--- config.mk ---
export PLATFORM = sky130hd
export DESIGN_NAME = updn_chain_counter
export DESIGN_NICKNAME = d
export VERILOG_FILES = /design/src/rtl/updn_pkg.sv /design/src/rtl/updn_edge_sync.sv /design/src/rtl/updn_step_arb.sv /design/src/rtl/updn_state.sv /design/src/rtl/updn_cascade_flags.sv /design/src/rtl/updn_chain_counter.sv
export SDC_FILE = /design/constraint.sdc
export NUM_CORES = 1
export LEC_CHECK = 0
export ABC_AREA = 1
export BUFFER_PORTS_ARGS = -buffer_cell sky130_fd_sc_hd__buf_4
export CORE_AREA = 4 4 47 49
export DETAILED_ROUTE_END_ITERATION = 8
export DIE_AREA = 0 0 51 53
export SYNTH_ARGS = -nofsm -noshare
export SYNTH_HDL_FRONTEND = slang
export SYNTH_SLANG_ARGS = --single-unit
--- constraint.sdc ---
create_clock -name clk -period 2.42 [get_ports clk]
set_input_delay 0.242 -clock clk [delete_from_list [all_inputs] [get_ports clk]]
set_output_delay 0.242 -clock clk [all_outputs]
set_load 0.05 [all_outputs]
--- src/rtl/updn_pkg.sv ---
package updn_pkg;
  typedef enum logic [1:0] {
    STEP_HOLD = 2'b00,
    STEP_INC  = 2'b01,
    STEP_DEC  = 2'b10
  } step_t;
endpackage

--- src/rtl/updn_edge_sync.sv ---
module updn_edge_sync #(
  parameter int DEPTH = 2
) (
  input  logic clk,
  input  logic rst_n,
  input  logic din,
  output logic level,
  output logic rise
);
  localparam int LAST = DEPTH - 1;

  logic [DEPTH:0] stage_r;

  // stage 0 takes the raw input; stage DEPTH is the one-cycle-old copy of the last stage
  genvar g;
  generate
    for (g = 0; g <= DEPTH; g++) begin : g_stage
      if (g == 0) begin : g_first
        always_ff @(posedge clk or negedge rst_n) begin
          if (!rst_n) stage_r[g] <= 1'b1;
          else        stage_r[g] <= din;
        end
      end else begin : g_next
        always_ff @(posedge clk or negedge rst_n) begin
          if (!rst_n) stage_r[g] <= 1'b1;
          else        stage_r[g] <= stage_r[g-1];
        end
      end
    end
  endgenerate

  assign level = stage_r[LAST];
  assign rise  = stage_r[LAST] & ~stage_r[DEPTH];

  // a detected edge lasts exactly one cycle
  assert_rise_single_R2: assert property (@(posedge clk) disable iff (!rst_n)
    rise |=> !rise);
endmodule

--- src/rtl/updn_step_arb.sv ---
module updn_step_arb
  import updn_pkg::*;
(
  input  logic  up_rise,
  input  logic  up_lvl,
  input  logic  dn_rise,
  input  logic  dn_lvl,
  output step_t step
);
  always_comb begin
    step = STEP_HOLD;
    if (up_rise && dn_rise)     step = STEP_HOLD;
    else if (up_rise && dn_lvl) step = STEP_INC;
    else if (dn_rise && up_lvl) step = STEP_DEC;
  end
endmodule

--- src/rtl/updn_state.sv ---
module updn_state
  import updn_pkg::*;
#(
  parameter int CNT_W = 4
) (
  input  logic             clk,
  input  logic             rst_n,
  input  logic             clear,
  input  logic             preset_n,
  input  logic [CNT_W-1:0] data_in,
  input  step_t            step,
  output logic [CNT_W-1:0] count_r,
  output logic [CNT_W-1:0] count_vis
);
  localparam logic [CNT_W-1:0] ONE = CNT_W'(1);

  logic [CNT_W-1:0] next_cnt;

  always_comb begin
    next_cnt = count_r;
    unique case (step)
      STEP_INC: next_cnt = count_r + ONE;
      STEP_DEC: next_cnt = count_r - ONE;
      default:  next_cnt = count_r;
    endcase
    if (clear)          next_cnt = '0;
    else if (!preset_n) next_cnt = data_in;
  end

  always_ff @(posedge clk or negedge rst_n) begin
    if (!rst_n) count_r <= '0;
    else        count_r <= next_cnt;
  end

  // clear and preset reach the output without waiting for a clock edge
  always_comb begin
    if (clear)          count_vis = '0;
    else if (!preset_n) count_vis = data_in;
    else                count_vis = count_r;
  end

  assert_clear_wins_R7: assert property (@(posedge clk) disable iff (!rst_n)
    clear |=> (count_r == '0));
  assert_preset_loads_R6: assert property (@(posedge clk) disable iff (!rst_n)
    (!clear && !preset_n) |=> (count_r == $past(data_in)));
endmodule

--- src/rtl/updn_cascade_flags.sv ---
module updn_cascade_flags #(
  parameter int CNT_W = 4
) (
  input  logic [CNT_W-1:0] count_vis,
  input  logic             up_in,
  input  logic             dn_in,
  output logic             carry_n,
  output logic             borrow_n
);
  localparam logic [CNT_W-1:0] TOP = {CNT_W{1'b1}};

  assign carry_n  = ~((count_vis == TOP) & ~up_in);
  assign borrow_n = ~((count_vis == '0) & ~dn_in);
endmodule

--- src/rtl/updn_chain_counter.sv ---
module updn_chain_counter
  import updn_pkg::*;
#(
  parameter int CNT_W      = 4,
  parameter int SYNC_DEPTH = 2
) (
  input  logic             clk,
  input  logic             rst_n,
  input  logic             cnt_up_in,
  input  logic             cnt_dn_in,
  input  logic             clear,
  input  logic             preset_n,
  input  logic [CNT_W-1:0] data_in,
  output logic [CNT_W-1:0] count_q,
  output logic             carry_n,
  output logic             borrow_n
);
  localparam logic [CNT_W-1:0] TOP = {CNT_W{1'b1}};
  localparam logic [CNT_W-1:0] ONE = CNT_W'(1);

  logic             up_lvl, up_rise, dn_lvl, dn_rise;
  step_t            step;
  logic [CNT_W-1:0] count_r;

  updn_edge_sync #(.DEPTH(SYNC_DEPTH)) u_up_sync (
    .clk(clk), .rst_n(rst_n), .din(cnt_up_in), .level(up_lvl), .rise(up_rise));

  updn_edge_sync #(.DEPTH(SYNC_DEPTH)) u_dn_sync (
    .clk(clk), .rst_n(rst_n), .din(cnt_dn_in), .level(dn_lvl), .rise(dn_rise));

  updn_step_arb u_arb (
    .up_rise(up_rise), .up_lvl(up_lvl), .dn_rise(dn_rise), .dn_lvl(dn_lvl), .step(step));

  updn_state #(.CNT_W(CNT_W)) u_state (
    .clk(clk), .rst_n(rst_n), .clear(clear), .preset_n(preset_n), .data_in(data_in),
    .step(step), .count_r(count_r), .count_vis(count_q));

  updn_cascade_flags #(.CNT_W(CNT_W)) u_flags (
    .count_vis(count_q), .up_in(cnt_up_in), .dn_in(cnt_dn_in),
    .carry_n(carry_n), .borrow_n(borrow_n));

  assert_up_step_R2: assert property (@(posedge clk) disable iff (!rst_n)
    (up_rise && dn_lvl && !dn_rise && !clear && preset_n)
      |=> (count_r == $past(count_r) + ONE));
  assert_dn_step_R3: assert property (@(posedge clk) disable iff (!rst_n)
    (dn_rise && up_lvl && !up_rise && !clear && preset_n)
      |=> (count_r == $past(count_r) - ONE));
  assert_gated_hold_R4: assert property (@(posedge clk) disable iff (!rst_n)
    (up_rise && !dn_lvl && !dn_rise && !clear && preset_n) |=> $stable(count_r));
  assert_both_hold_R5: assert property (@(posedge clk) disable iff (!rst_n)
    (up_rise && dn_rise && !clear && preset_n) |=> $stable(count_r));
  assert_carry_at_top_R8: assert property (@(posedge clk) disable iff (!rst_n)
    !carry_n |-> (count_q == TOP));
  assert_borrow_at_zero_R8: assert property (@(posedge clk) disable iff (!rst_n)
    !borrow_n |-> (count_q == '0));
endmodule

# Word-level counts from Yosys, hierarchy flattened
# Cells that the tools add are included.
# Widths: inputs -> output; s select.
[word_totals]
register_bits = 10
input_bits = 10
out_inout_bits = 6
word_cells = 35
[op_classes]
add_sub_neg = 2
n_eq_ne = 4
n_mux = 8
bitwise = 10
reduce_logical = 4
[op_table]
columns = ["operator", "count"]
rows = [
  ["$mux 4", 4],
  ["$pmux 4 s2", 1],
  ["$mux 2", 3],
  ["$not 1->1", 6],
  ["$add 4x1->4 const B", 1],
  ["$and 1x1->1", 4],
  ["$eq 4x4->1 const B", 1],
  ["$logic_not 4->1", 1],
  ["$ne 4x2->1 const B", 1],
  ["$sub 4x1->4 const B", 1],
  ["$logic_and 1x1->1", 3],
  ["$eq 2x1->1 const B", 1],
  ["$eq 2x2->1 const B", 1],
]

# Longest topological paths before layout
[logic_depth]
depth_word = 10
mapped_depth = 13
depth_no_buf = 13

# Modules after synthesis
# From an unflattened synthesis, not the netlist that was laid out.
[hier_totals]
cells_unflattened = 82
hier_area_um2 = 624.3
[by_module_without_submodules]
columns = ["mod", "n_inst", "cells_per_inst", "area_per_inst_um2", "seq_area_each_um2"]
rows = [
  ["updn_state", 1, 59, 396.6, 100.1],
  ["updn_edge_sync", 2, 5, 88.8, 78.8],
  ["updn_cascade_flags", 1, 9, 35.0, 0.0],
  ["updn_step_arb", 1, 4, 15.0, 0.0],
]

# Least setup slack after synthesis
# Ideal clock, no wire load.
[synth_timing]
kind = "input-to-output"
start = "input preset_n"
end = "output carry_n"
arrival_time_ns = 2.010
t_required_ns = 2.178
setup_slack_ns = 0.168
path_stages = 5
path_buffers = 1
cell_sequence = "buf_2 > inv_2 > nand2_1 > a21oi_1 > nand3_1"
[synth_via]
elab_chain_cells = 5
[synth_rtl]
columns = ["element", "line", "text"]
rows = [
  ["start, declared", "updn_chain_counter.sv:12", "input logic preset_n,"],
  ["$mux 4", "updn_state.sv:38", "else if (!preset_n) count_vis = data_in;"],
  ["$mux 4", "updn_state.sv:37", "if (clear) count_vis = '0;"],
  ["via count_q[2]", "updn_chain_counter.sv:14", "output logic [CNT_W-1:0] count_q,"],
  ["$eq 4x4->1", "updn_cascade_flags.sv:12", "assign carry_n = ~((count_vis == TOP) & ~up_in);"],
  ["$and 1x1->1", "updn_cascade_flags.sv:12", ""],
  ["$not 1->1", "updn_cascade_flags.sv:12", ""],
  ["end, declared", "updn_chain_counter.sv:15", "output logic carry_n,"],
]
# The timed path passes the listed nets, and every way through them passes these cells.

# Worst setup path in the final report
[layout_timing]
start = "register u_up_sync.stage_r[2]"
end = "register u_state.count_r[2]"
[layout_via]
elab_chain_cells = 9
elab_cells_between_ends = 12
cone_classes = "3 x eq/ne; 5 x mux; 2 x bitwise; 2 x reduce/logical"
[layout_rtl]
columns = ["element", "line", "text"]
rows = [
  ["start, declared", "updn_edge_sync.sv:12", "logic [DEPTH:0] stage_r;"],
  ["start signal, assigned by index", "updn_edge_sync.sv:26", "else stage_r[g] <= stage_r[g-1];"],
  ["$not 1->1 (*)", "updn_edge_sync.sv:33", "assign rise = stage_r[LAST] & ~stage_r[DEPTH];"],
  ["$and 1x1->1 (*)", "updn_edge_sync.sv:33", ""],
  ["$logic_and 1x1->1", "updn_step_arb.sv:13", "else if (up_rise && dn_lvl) step = STEP_INC;"],
  ["$mux 2", "updn_step_arb.sv:13", ""],
  ["$mux 2 (*)", "updn_step_arb.sv:12", "if (up_rise && dn_rise) step = STEP_HOLD;"],
  ["$eq 2x2->1 or $eq 2x1->1 (tied branches)", "updn_state.sv:21", "unique case (step)"],
  ["$pmux 4 s2", "updn_state.sv:21", ""],
  ["$mux 4", "updn_state.sv:27", "else if (!preset_n) next_cnt = data_in;"],
  ["$mux 4", "updn_state.sv:26", "if (clear) next_cnt = '0;"],
  ["end signal, assigned", "updn_state.sv:32", "else count_r <= next_cnt;"],
  ["end, declared", "updn_state.sv:12", "output logic [CNT_W-1:0] count_r,"],
]
# Every way passes the cells marked *; elsewhere a longest branch is shown, timed or not.
# A chain may end at the register's enable or synchronous reset.

==> reports/results.tsv <==
stage	metric	value	unit
outcome	run status	complete, no violations	
worst_setup_path	Setup crit start kind	register	
placement	Cells after DPL	120	
synth	sequential-to-total area share from yosys stat	42.6	%
pwr	Sw Pwr	0.125	mW
cells_and_area	Layout Cells excl Fill	125	
clocking	CTS H-tree depth	1	
routing	Avg Vias per Cell	4.36	
timing	Max Slew Vio Count	0	
placement	routability cong.	0.847	
clocking	TritonCTS clock tree	yes	
cells_and_area	layout cells sized above 1	32.7	%
worst_setup_path	CP peak stage delay	0.51	ns
timing	period utilization	89.1	%
floorplan	I/O Pins	16	
routing	final wirelength	1230	µm
pwr	Pwr Total	0.411	mW
pwr	Worst VDD drop	0.297	mV
pwr	combinational group share of total power	25.5	%
synth	post-synthesis instance total	79	
synth	Synth Flop Type	dfstp_2	
synth	Yosys warning count	0	
timing	Total Neg Setup Slack	0	ns
timing	Setup WS post-layout	0.264	ns
floorplan	FP Rows	16	
floorplan	Core Area	1860	µm²
synth	post-synthesis net count	92	
timing	Period minus WS final	2.16	ns
worst_setup_path	crit path cell chain	inv_1 -> nor3_1 -> ha_1 -> nand2_1 -> inv_2 -> nor2_4 -> ha_1 -> a21oi_1 -> nand3_1 -> nand2_1 -> o21ai_1 -> nand2_1 -> o21ai_1	
cells_and_area	Area Growth Syn to Fin	29.3	%
clocking	Root Driver	clkbuf_4	
timing	final hold viol count	0	
clocking	worst skew pair latency	0.25	ns
timing	unrepaired setup endpoints after global routing	no	
timing	max_slew headroom	79.5	%
cells_and_area	fin nets	112	
cells_and_area	ant diodes	0	
worst_setup_path	critical path class	reg -> reg	
synth	EDFF count, synth	0	
pwr	switching share of power	30.4	%
worst_setup_path	Crit path required time	2.56	ns
grt	largest net degree at the start of global routing	11	
worst_setup_path	crit path capture type	register	
synth	asr flop ratio synth	100	%
grt	GR Overflow Total	0	
job	MaxCap Viol Count	0	
routing	DR iter-0 viols	1	
placement	port buffer count	15	
timing	Clock Skews	0.00490	ns
routing	Routed wire per std cell	9.85	µm
pwr	cell internal pwr	0.286	mW
grt	GR Util All Layers	10.7	%
timing	fmax	0.464	GHz
timing	Hold Slack	0.104	ns
grt	number of global-route vias before repair	555	
clocking	CTS sink cnt	10	
synth	Synth Register Bits	10	
floorplan	Die X-Extent	51	µm
timing	Worst Max-Slew Pin Slew	0.305	ns
routing	DRC	0	
worst_setup_path	slowest CP cell	dfstp_2	
clocking	clk slew on worst S/H paths	0.06	ns
grt	global-route wire length before repair	2190	µm
pwr	LEAKAGE	0.412	nW
placement	DP HPWL	1050	µm
synth	cell area after synthesis	606	µm²
routing	via count	545	
clocking	PostCTS Resize Cnt	0	
floorplan	die height	53	µm
routing	DRT Pass-1 Iters	2	
clocking	Clock Path Buffers	2	
worst_setup_path	critical path fanouts, max	5	
routing	Routed Antenna Nets	0	
pwr	Seq pwr share	46.9	%
pwr	Pwr Density	525	nW/µm²
pwr	Clk network pwr share	27.5	%
min_path	HP Class	in -> reg	
floorplan	Die Area	2700	µm²
placement	worst slack, placed	0.271	ns
synth	syn avg cell area	7.67	µm²
clocking	CTS buffer count	3	
floorplan	Starting Density	32.5	%
clocking	post-CTS setup buffers	0	
synth	Distinct cells, synth	21	
worst_setup_path	most common cell type on the critical path	nand2_1	
worst_setup_path	critical path arrival	2.30	ns
timing	final setup vio count	0	
grt	initial antenna violation count	0	
-- area by class of cell --
class                           instances  area (µm²)
Clock buffer                            4        26.3
Fill cell                             204        1080
Inverter                               13        48.8
Multi-Input combinational cell         55         294
Sequential cell                        10         258
Tap cell                               27        33.8
Timing Repair Buffer                   16         123
-- sequential cells by signal (all words and copies together) (netlist names) --
| name | cells |
|---|---|
| u_up_sync.level | 1 |
| u_up_sync.stage_r | 2 |
| u_dn_sync.stage_r | 2 |
| u_dn_sync.level | 1 |
| u_state.count_r | 4 |
-- per-stage QoR --
| step | util [%] | area (µm²) |
|---|---|---|
| after floorplan | - | 606 |
| after detailed placement | 40.1 | 747 |
| after CTS | 42.1 | 783 |
| final | 42.1 | 783 |
| after global routing | 42.1 | 783 |
| after global placement | 40.1 | 747 |
-- power groups by stage --
| stage | Sequential [mW] | Clock (mW) | Combinational (mW) |
|---|---|---|---|
| after global routing | 0.195 | 0.125 | 0.117 |
| after detailed placement | 0.196 | 0 | 0.104 |
| after global placement | 0.196 | 0 | 0.104 |
| after floorplan | 0.193 | 0 | 0.0717 |
| final | 0.193 | 0.113 | 0.105 |
| after CTS | 0.193 | 0.119 | 0.106 |
-- synthesized netlist by cell type (2+ instances only) --
library cell  count  area (µm²)
inv_2             4        15.0
inv_1             9        33.8
a21oi_1           4        20.0
nor2_1            4        15.0
ha_1              3        37.5
nor3_1            2        10.0
dfstp_2           6         158
nand2_1          24        90.1
dfrtp_1           4         100
nand3_1           6        30.0
o21ai_1           3        15.0
-- worst max-delay path: cells and delay by family (launching register included) --
kind	cells	cell delay, ns
buf+inv	2	0.13
flops	1	0.51
simple gates	6	0.61
compound gates	3	0.28
fa+ha+maj	2	0.51
-- kinds of logic (layout without fill, tap and decap cells) --
logic type	Yosys count	in the layout	share of synthesized area, %
compound gates	11	11	11.4
xor+xnor	1	1	1.45
flops	10	10	42.6
fa+ha+maj	3	3	6.20
buf+inv	14	33	8.88
simple gates	40	40	29.5
-- metal layers --
| metal | GRT usage [%] | routed length, µm | up-vias |
|---|---|---|---|
| li1 | - | - | 293 |
| met2 | 17.8 | 576 | 14 |
| met1 | 13.1 | 592 | 238 |
| met4 | 4.04 | 0 | 0 |
| met3 | 2.82 | 63 | 0 |
| met5 | 0 | 0 | - |
-- layout by cell type (no fill, tap or decap), types with 2 or more instances in the layout --
master     n
nand2_1   24
buf_4     15
inv_1      9
nand3_1    6
dfstp_2    6
nor2_1     4
inv_2      4
a21oi_1    4
dfrtp_1    4
o21ai_1    3
ha_1       3
clkbuf_4   3
nor3_1     2
-- timing repair --
action                     in CTS  in global routing
hold endpoints to repair       10                  0
hold buffers                    1                  0
setup endpoints to repair       0                  0
-- final timing paths --
path	startpoint	end	slack, ns	depth (start not counted)
setup / recovery	u_up_sync.stage_r[2]	u_state.count_r[2]	0.26	13
hold / removal	cnt_dn_in	u_dn_sync.stage_r[0]	0.10	1
setup reg to reg	u_up_sync.stage_r[2]	u_state.count_r[2]	0.26	13
hold reg to reg	u_dn_sync.stage_r[0]	u_dn_sync.level	0.36	0
max in group asynchronous	rst_n	u_up_sync.stage_r[0]	1.86	2
min in group asynchronous	rst_n	u_state.count_r[1]	0.34	2
No activity file was read; power rests on OpenSTA's default activity.
